==> src/rtl/xms_pkg.sv <==
package xms_pkg;

  // address-phase length of a read, in clocks
  function automatic int unsigned rd_len(int unsigned s);
    return s + 1;
  endfunction

  // address-phase length of a write, in clocks
  function automatic int unsigned wr_len(int unsigned s);
    return s + 2;
  endfunction

  // write strobe width: never below one clock
  function automatic int unsigned wr_width(int unsigned s);
    return (s < 2) ? 1 : s;
  endfunction

  // phase index where the write strobe rises
  function automatic int unsigned wr_first(int unsigned s);
    return (s == 0) ? 1 : 1;
  endfunction

endpackage

==> src/rtl/xms_stretch_reg.sv <==
module xms_stretch_reg #(
  parameter int unsigned SW        = 3,
  parameter int unsigned RESET_VAL = 1
) (
  input  logic          clk,
  input  logic          rst_n,
  input  logic          we,
  input  logic [SW-1:0] wdata,
  output logic [SW-1:0] value
);
  always_ff @(posedge clk or negedge rst_n) begin
    if (!rst_n)  value <= SW'(RESET_VAL);
    else if (we) value <= wdata;
  end
endmodule

==> src/rtl/xms_phase_ctr.sv <==
module xms_phase_ctr #(
  parameter int unsigned CW = 4
) (
  input  logic          clk,
  input  logic          rst_n,
  input  logic          start,
  input  logic [CW-1:0] len,
  output logic          active,
  output logic [CW-1:0] idx,
  output logic          last
);
  assign last = active && (idx == len - CW'(1));

  always_ff @(posedge clk or negedge rst_n) begin
    if (!rst_n) begin
      active <= 1'b0;
      idx    <= '0;
    end else if (start) begin
      active <= 1'b1;
      idx    <= '0;
    end else if (active) begin
      if (last) active <= 1'b0;
      else      idx    <= idx + CW'(1);
    end
  end
endmodule

==> src/rtl/xms_strobe_gen.sv <==
module xms_strobe_gen #(
  parameter int unsigned SW = 3,
  parameter int unsigned CW = 4
) (
  input  logic          active,
  input  logic          is_write,
  input  logic [SW-1:0] stretch,
  input  logic [CW-1:0] idx,
  output logic [CW-1:0] len,
  output logic          rd,
  output logic          wr
);
  logic [CW-1:0] wr_lo, wr_hi;

  always_comb begin
    len   = is_write ? CW'(xms_pkg::wr_len(int'(stretch)))
                     : CW'(xms_pkg::rd_len(int'(stretch)));
    wr_lo = CW'(xms_pkg::wr_first(int'(stretch)));
    wr_hi = wr_lo + CW'(xms_pkg::wr_width(int'(stretch)));
    rd    = active && !is_write;
    wr    = active && is_write && (idx >= wr_lo) && (idx < wr_hi);
  end
endmodule

==> src/rtl/xmem_stretch_ctrl.sv <==
module xmem_stretch_ctrl #(
  parameter int unsigned ADDR_W    = 16,
  parameter int unsigned DATA_W    = 8,
  parameter int unsigned SW        = 3,
  parameter int unsigned RESET_STR = 1
) (
  input  logic              clk,
  input  logic              rst_n,
  input  logic              cfg_we,
  input  logic [SW-1:0]     cfg_wdata,
  output logic [SW-1:0]     cfg_stretch,
  input  logic              req_valid,
  input  logic              req_write,
  input  logic              req_short,
  input  logic [ADDR_W-1:0] req_addr,
  input  logic [DATA_W-1:0] req_wdata,
  output logic              busy,
  output logic              done,
  output logic [DATA_W-1:0] rdata,
  output logic [ADDR_W-1:0] bus_addr,
  output logic              bus_rd,
  output logic              bus_wr,
  output logic [DATA_W-1:0] bus_dout,
  input  logic [DATA_W-1:0] bus_din
);
  localparam int unsigned CW      = SW + 1;
  localparam int unsigned SHORT_W = 8;

  logic              accept;
  logic              cur_write;
  logic              cur_short;
  logic [SW-1:0]     cur_stretch;
  logic [ADDR_W-1:0] cur_addr;
  logic [DATA_W-1:0] cur_wdata;
  logic [CW-1:0]     len;
  logic [CW-1:0]     idx;
  logic              last;
  logic              rd_s, wr_s;

  assign accept = req_valid && !busy;

  xms_stretch_reg #(.SW(SW), .RESET_VAL(RESET_STR)) i_reg (
    .clk(clk), .rst_n(rst_n), .we(cfg_we), .wdata(cfg_wdata), .value(cfg_stretch)
  );

  xms_phase_ctr #(.CW(CW)) i_ctr (
    .clk(clk), .rst_n(rst_n), .start(accept), .len(len),
    .active(busy), .idx(idx), .last(last)
  );

  xms_strobe_gen #(.SW(SW), .CW(CW)) i_stb (
    .active(busy), .is_write(cur_write), .stretch(cur_stretch), .idx(idx),
    .len(len), .rd(rd_s), .wr(wr_s)
  );

  // request snapshot; short form clears the upper address bits
  always_ff @(posedge clk or negedge rst_n) begin
    if (!rst_n) begin
      cur_write   <= 1'b0;
      cur_short   <= 1'b0;
      cur_stretch <= '0;
      cur_addr    <= '0;
      cur_wdata   <= '0;
    end else if (accept) begin
      cur_write   <= req_write;
      cur_short   <= req_short;
      cur_stretch <= cfg_stretch;
      cur_wdata   <= req_wdata;
      cur_addr    <= req_short ? {{(ADDR_W-SHORT_W){1'b0}}, req_addr[SHORT_W-1:0]}
                               : req_addr;
    end
  end

  always_ff @(posedge clk or negedge rst_n) begin
    if (!rst_n) begin
      done  <= 1'b0;
      rdata <= '0;
    end else begin
      done <= last;
      if (last && !cur_write) rdata <= bus_din;
    end
  end

  assign bus_addr = busy ? cur_addr : '0;
  assign bus_rd   = rd_s;
  assign bus_wr   = wr_s;
  assign bus_dout = wr_s ? cur_wdata : '0;
endmodule

==> config.mk <==
export PLATFORM = sky130hd
export DESIGN_NAME = xmem_stretch_ctrl
export DESIGN_NICKNAME = d
export VERILOG_FILES = /design/src/rtl/xms_pkg.sv /design/src/rtl/xms_stretch_reg.sv /design/src/rtl/xms_phase_ctr.sv /design/src/rtl/xms_strobe_gen.sv /design/src/rtl/xmem_stretch_ctrl.sv
export SDC_FILE = /design/constraint.sdc
export NUM_CORES = 1
export LEC_CHECK = 0
export CORE_MARGIN = 2
export CORE_UTILIZATION = 50
export CTS_CLUSTER_DIAMETER = 30
export DETAILED_ROUTE_END_ITERATION = 10
export PLACE_DENSITY = 0.86
export SYNTH_ARGS = -nofsm -noshare
export SYNTH_HDL_FRONTEND = slang
export SYNTH_SLANG_ARGS = --single-unit
==> constraint.sdc <==
create_clock -name clk -period 5.1 [get_ports clk]
set_clock_uncertainty 0.15 [all_clocks]
set_input_delay 0.51 -clock clk [delete_from_list [all_inputs] [get_ports clk]]
set_output_delay 0.51 -clock clk [all_outputs]
set_load 0.1 [all_outputs]
# Word level (Yosys, flattened, before mapping)
# Cells that the tools add are included.
# word_totals
register_bits	45
inputBits	41
elab_cells	41
# op_classes
n_addsub	5
order_cmp	3
eq_ne	2
muxes	11
n_reduce_logical	11
# ops
op	count
$mux 16	2
$mux 4	4
$mux 8	1
$logic_and 1x1->1	7
$add 1x4->4 const A	1
$add 3x1->4 const B	1
$add 3x2->4 const B	1
$add 4x1->4 const B	1
$eq 4x4->1	1
$ge 4x1->1 const B	1
$lt 4x4->1	1
$sub 4x1->4 const B	1
$lt 3x2->1 const B	1
$mux 1	3
$mux 3	1
$logic_not 1->1	2
$ne 2x2->1 const B	1
$reduce_and 2->1	1
$reduce_bool 2->1	1

# Logic depth before layout (Yosys ltp)
# depth
depth_word	8
depth_mapped	10

# Cells and area by module
# Synthesis repeated with hierarchy kept, for this count alone.
# unflattened
cells_unflattened	190
area_unflattened_um2	2363.5
# by_module_without_submodules
mod	instances	cells_each	area_per_inst_um2	seq_area_each_um2
xmem_stretch_ctrl	1	112	1620.3	925.9
xms_phase_ctr	1	44	415.4	125.1
xms_strobe_gen	1	28	217.7	0.0
xms_stretch_reg	1	6	110.1	76.3

# Worst setup path after synthesis
# OpenSTA, ideal clock, no wires.
# synth_path
path_kind	flip-flop to output port
from	register cur_stretch[1]
to	output port bus_dout[0]
arrival_time_ps	4526
path_slack_ps	-86
stages_incl_launch_ff	10
path_cell_list	dfrtp_1 inv_1 ha_1 nor2_1 ha_1 o31a_1 o21ai_0 nand2b_1 a2111oi_2 and2_1
# synth_between
elab_chain_len	6
# synth_lines
item	line	source
start, declared	xmem_stretch_ctrl.sv:32	logic [SW-1:0] cur_stretch;
start signal, assigned	xmem_stretch_ctrl.sv:67	cur_stretch <= cfg_stretch;
$lt 3x2->1	xms_pkg.sv:15	return (s < 2) ? 1 : s;
$mux 3 *	xms_pkg.sv:15	
$add 1x4->4 *	xms_strobe_gen.sv:19	wr_hi = wr_lo + CW'(xms_pkg::wr_width(int'(stretch)));
$lt 4x4->1 *	xms_strobe_gen.sv:21	wr = active && is_write && (idx >= wr_lo) && (idx < wr_hi);
$logic_and 1x1->1 *	xms_strobe_gen.sv:21	
net bus_wr	xmem_stretch_ctrl.sv:22	output logic bus_wr,
$mux 8 *	xmem_stretch_ctrl.sv:87	assign bus_dout = wr_s ? cur_wdata : '0;
end, declared	xmem_stretch_ctrl.sv:23	output logic [DATA_W-1:0] bus_dout,
# The timed path passes the listed nets; every way through them passes the cells marked *.

# Final worst setup path
# layout_path
from	register cur_stretch[0]
to	output port bus_wr
# layout_between
elab_chain_len	5
# layout_lines
item	line
$lt 3x2->1	xms_pkg.sv:15
$mux 3 *	xms_pkg.sv:15
$add 1x4->4 *	xms_strobe_gen.sv:19
$lt 4x4->1 *	xms_strobe_gen.sv:21
$logic_and 1x1->1 *	xms_strobe_gen.sv:21
end, declared	xmem_stretch_ctrl.sv:22
# Mark *: on every way between the ends. The rest lies on a longest branch, timed or not.

==> impl_metrics.py <==
metrics = {
    "grt": {
        "grt_max_degree": 46,
        "grt_usage_pct": 21.9,
        "gr-total-overflow": 0,
        "antenna_found_initial": 0,
        "grt_pass1_vias": 1999,
        "grt_pass1_wl_um": 9110,
    },
    "sta": {
        "min_period_over_period_pct": 84.5,
        "worst_pin_slew_ns": 1.22,
        "grt_setup_unrepaired": "no",
        "hold_viol": 0,
        "drv_slew": 0,
        "maxSlewHeadroom_pct": 18.6,
        "finalSetupViolCount": 0,
        "period_minus_slack_ns": 4.31,
        "setup_tns_ns": 0,
        "max_freq_ghz": 0.232,
        "setup_ws_ns": 0.792,
    },
    "logic_synthesis": {
        "ys_seq_area_share_pct": 46.3,
        "synth-seq-cells": 45,
        "syn_nets": 305,
        "syn_inst": 253,
        "post_synth.cell_area_avg_um2": 9.62,
        "yosysWarnings": 0,
        "netlist_area_mm2": 0.00243,
        "ys_types": 40,
    },
    "critical_path": {
        "slowest_stage": "clkdlybuf4s50_1",
        "cp_cell_sequence": "ha_1, xnor2_1, ha_1, o21ai_0, nand2b_1, a2111oi_4, clkdlybuf4s50_1",
        "crit_fanout": 12,
        "arrival_ns": 3.65,
        "cp_common_cell": "ha_1",
        "required_ns": 4.44,
        "endpoint_kind": "output pin",
        "startpoint_type": "flip-flop",
        "critPathKind": "flip-flop to output pin",
        "cp_slowest_stage_delay_ns": 1.23,
    },
    "layout": {
        "nets": 380,
        "antenna_cells": 0,
        "area_growth_pct": 37.9,
        "multi_input_area_mm2": 0.00123,
        "seq_area_mm2": 0.00113,
        "drive_gt1_share_pct": 10.6,
        "fillCellCount": 340,
        "final_cell_mix": "nand2_1 (77), clkdlybuf4s50_1 (70), dfrtp_1 (44)",
        "final_util_pct": 71.1,
        "stdcell_count": 396,
        "final_common_cell": "nand2_1",
    },
    "routing": {
        "remaining_drc_errors": 0,
        "totalWireLength_um": 5410,
        "vias": 2013,
        "avgRoutedWirePerCell_um": 13.7,
        "first_pass_iters": 4,
        "antenna_left": 0,
        "vias_per_cell": 5.08,
        "drtIter0Drc": 108,
    },
    "die": {
        "ioPinCount": 80,
        "initial_core_util_pct": 51.5,
        "die_h_um": 73.8,
        "die-area_mm2": 0.00544,
        "core_area_mm2": 0.00472,
        "die_w_um": 73.8,
        "row_count": 25,
    },
    "place": {
        "dp_hpwl_um": 3920,
        "place_inst": 388,
        "portBuffers": 79,
        "place_congestion": 0.814,
        "post-place-ws_ns": 1.11,
    },
    "clocking": {
        "clockBufferDepth": 2,
        "cts_setup_buffers": 0,
        "cts.clk_slew.worst_paths_ns": 0.08,
        "cts_tree": "built",
        "cts_inserted_buffers": 5,
        "cts.sinks": 45,
        "cts_resized": 0,
        "ctsHoldBuffers": 0,
        "clk_latency_ns": 0.29,
        "htreeDepth": 2,
        "cts_root_buf": "clkbuf_8",
    },
    "run": {
        "max_cap_violations": 0,
    },
    "outcome": {
        "status": "finished, final reports clean",
    },
    "hold_path": {
        "hold_path.class": "primary input to asynchronous set/reset pin",
    },
}
-- cell usage after synthesis, drive strengths merged --
| cell | number | share of area, % |
|---|---|---|
| nand2b | 6 | 1.5 |
| dfstp | 1 | 1.1 |
| xnor2 | 5 | 1.8 |
| nor2 | 6 | 0.92 |
| o31ai | 1 | 0.31 |
| and2 | 24 | 6.2 |
| a311oi | 1 | 0.36 |
| nor2b | 1 | 0.26 |
| nor3b | 2 | 0.62 |
| xor2 | 5 | 2.6 |
| o211ai | 1 | 0.31 |
| nor3 | 2 | 0.87 |
| clkinv | 1 | 0.15 |
| mux2i | 3 | 1.2 |
| a22oi | 1 | 0.51 |
| nand3b | 8 | 2.5 |
| o21ai | 5 | 1.0 |
| o31a | 2 | 0.72 |
| ha | 11 | 5.7 |
| o32ai | 1 | 0.67 |
| nand3 | 1 | 0.21 |
| mux2 | 11 | 5.1 |
| a21o | 1 | 0.31 |
| a31o | 1 | 0.36 |
| a221oi | 2 | 0.72 |
| inv | 7 | 1.1 |
| nor4b | 2 | 0.72 |
| a21oi | 2 | 0.41 |
| o21a | 1 | 0.31 |
| dfrtp | 44 | 45 |
| buf | 4 | 1.3 |
| clkbuf | 7 | 1.1 |
| o2111ai | 2 | 0.72 |
| nand2 | 77 | 12 |
| a2111oi | 1 | 0.62 |
| o22ai | 3 | 0.77 |
-- routing by layer --
layer | vias to the layer above | track usage [%] | share of wire [%]
met5 | - | 0 | 0
met4 | 0 | 7.27 | 1.4
met3 | 9 | 7.96 | 7.9
met2 | 64 | 34.5 | 46
met1 | 955 | 27.9 | 44
li1 | 985 | - | -
-- worst paths after layout --
check	start	endpoint	slack (ns)	cells after the start
worst max-delay path	cur_stretch[0]	bus_wr	0.79	7
worst min-delay path	rst_n	rdata[5]	0.22	1
worst max register to register	cur_stretch[0]	rdata[6]	1.67	9
worst min register to register	cur_addr[11]	cur_addr[11]	0.31	2
max in group asynchronous	rst_n	cur_addr[3]	3.98	1
min in group clk	cur_addr[11]	cur_addr[11]	0.31	2
-- through the flow --
step           hold slack [ns]  area, µm²
6_report                 0.215       3360
5_1_grt                  0.301       3360
4_1_cts                  0.250       3360
3_5_place_dp             0.298       3240
3_3_place_gp             0.293       3240
2_1_floorplan           0.0644       2450
-- cells by family after synthesis --
logic type | share of synthesized area (%)
flip-flops | 46.3
buffers and inverters | 3.60
AO/OA/AOI/OAI | 8.12
XOR/XNOR | 4.37
multiplexers | 6.32
adder cells (fa/ha/maj) | 5.65
AND/OR/NAND/NOR | 25.6
-- layout make-up --
type | count | area share [%]
Timing Repair Buffer | 79 | 22.8
Tap cell | 67 | 2.50
Multi-Input combinational cell | 189 | 36.8
Sequential cell | 45 | 33.6
Clock buffer | 7 | 2.57
Clock inverter | 1 | 0.894
Inverter | 8 | 0.894
-- flip-flops by register name, summed over array words and instances, names as in the netlist --
| signal | cells |
|---|---|
| i_reg.value | 3 |
| cur_wdata | 8 |
| cur_stretch | 3 |
| cur_addr | 16 |
| cur_write | 1 |
| done | 1 |
| i_ctr.active | 1 |
| i_ctr.idx | 4 |
| rdata | 8 |
-- worst max-delay path, delay by kind of cell, from the launching register on --
kind                     cells  cell delay [ns]
AO/OA/AOI/OAI                2             0.61
XOR/XNOR                     1             0.16
adder cells (fa/ha/maj)      2             0.58
buffers and inverters        1             1.23
flip-flops                   1             0.66
AND/OR/NAND/NOR              1             0.11
Power is left out: the tool's default activity adds up to more than one toggle a clock period on the data nets, which glitch-free logic cannot reach.
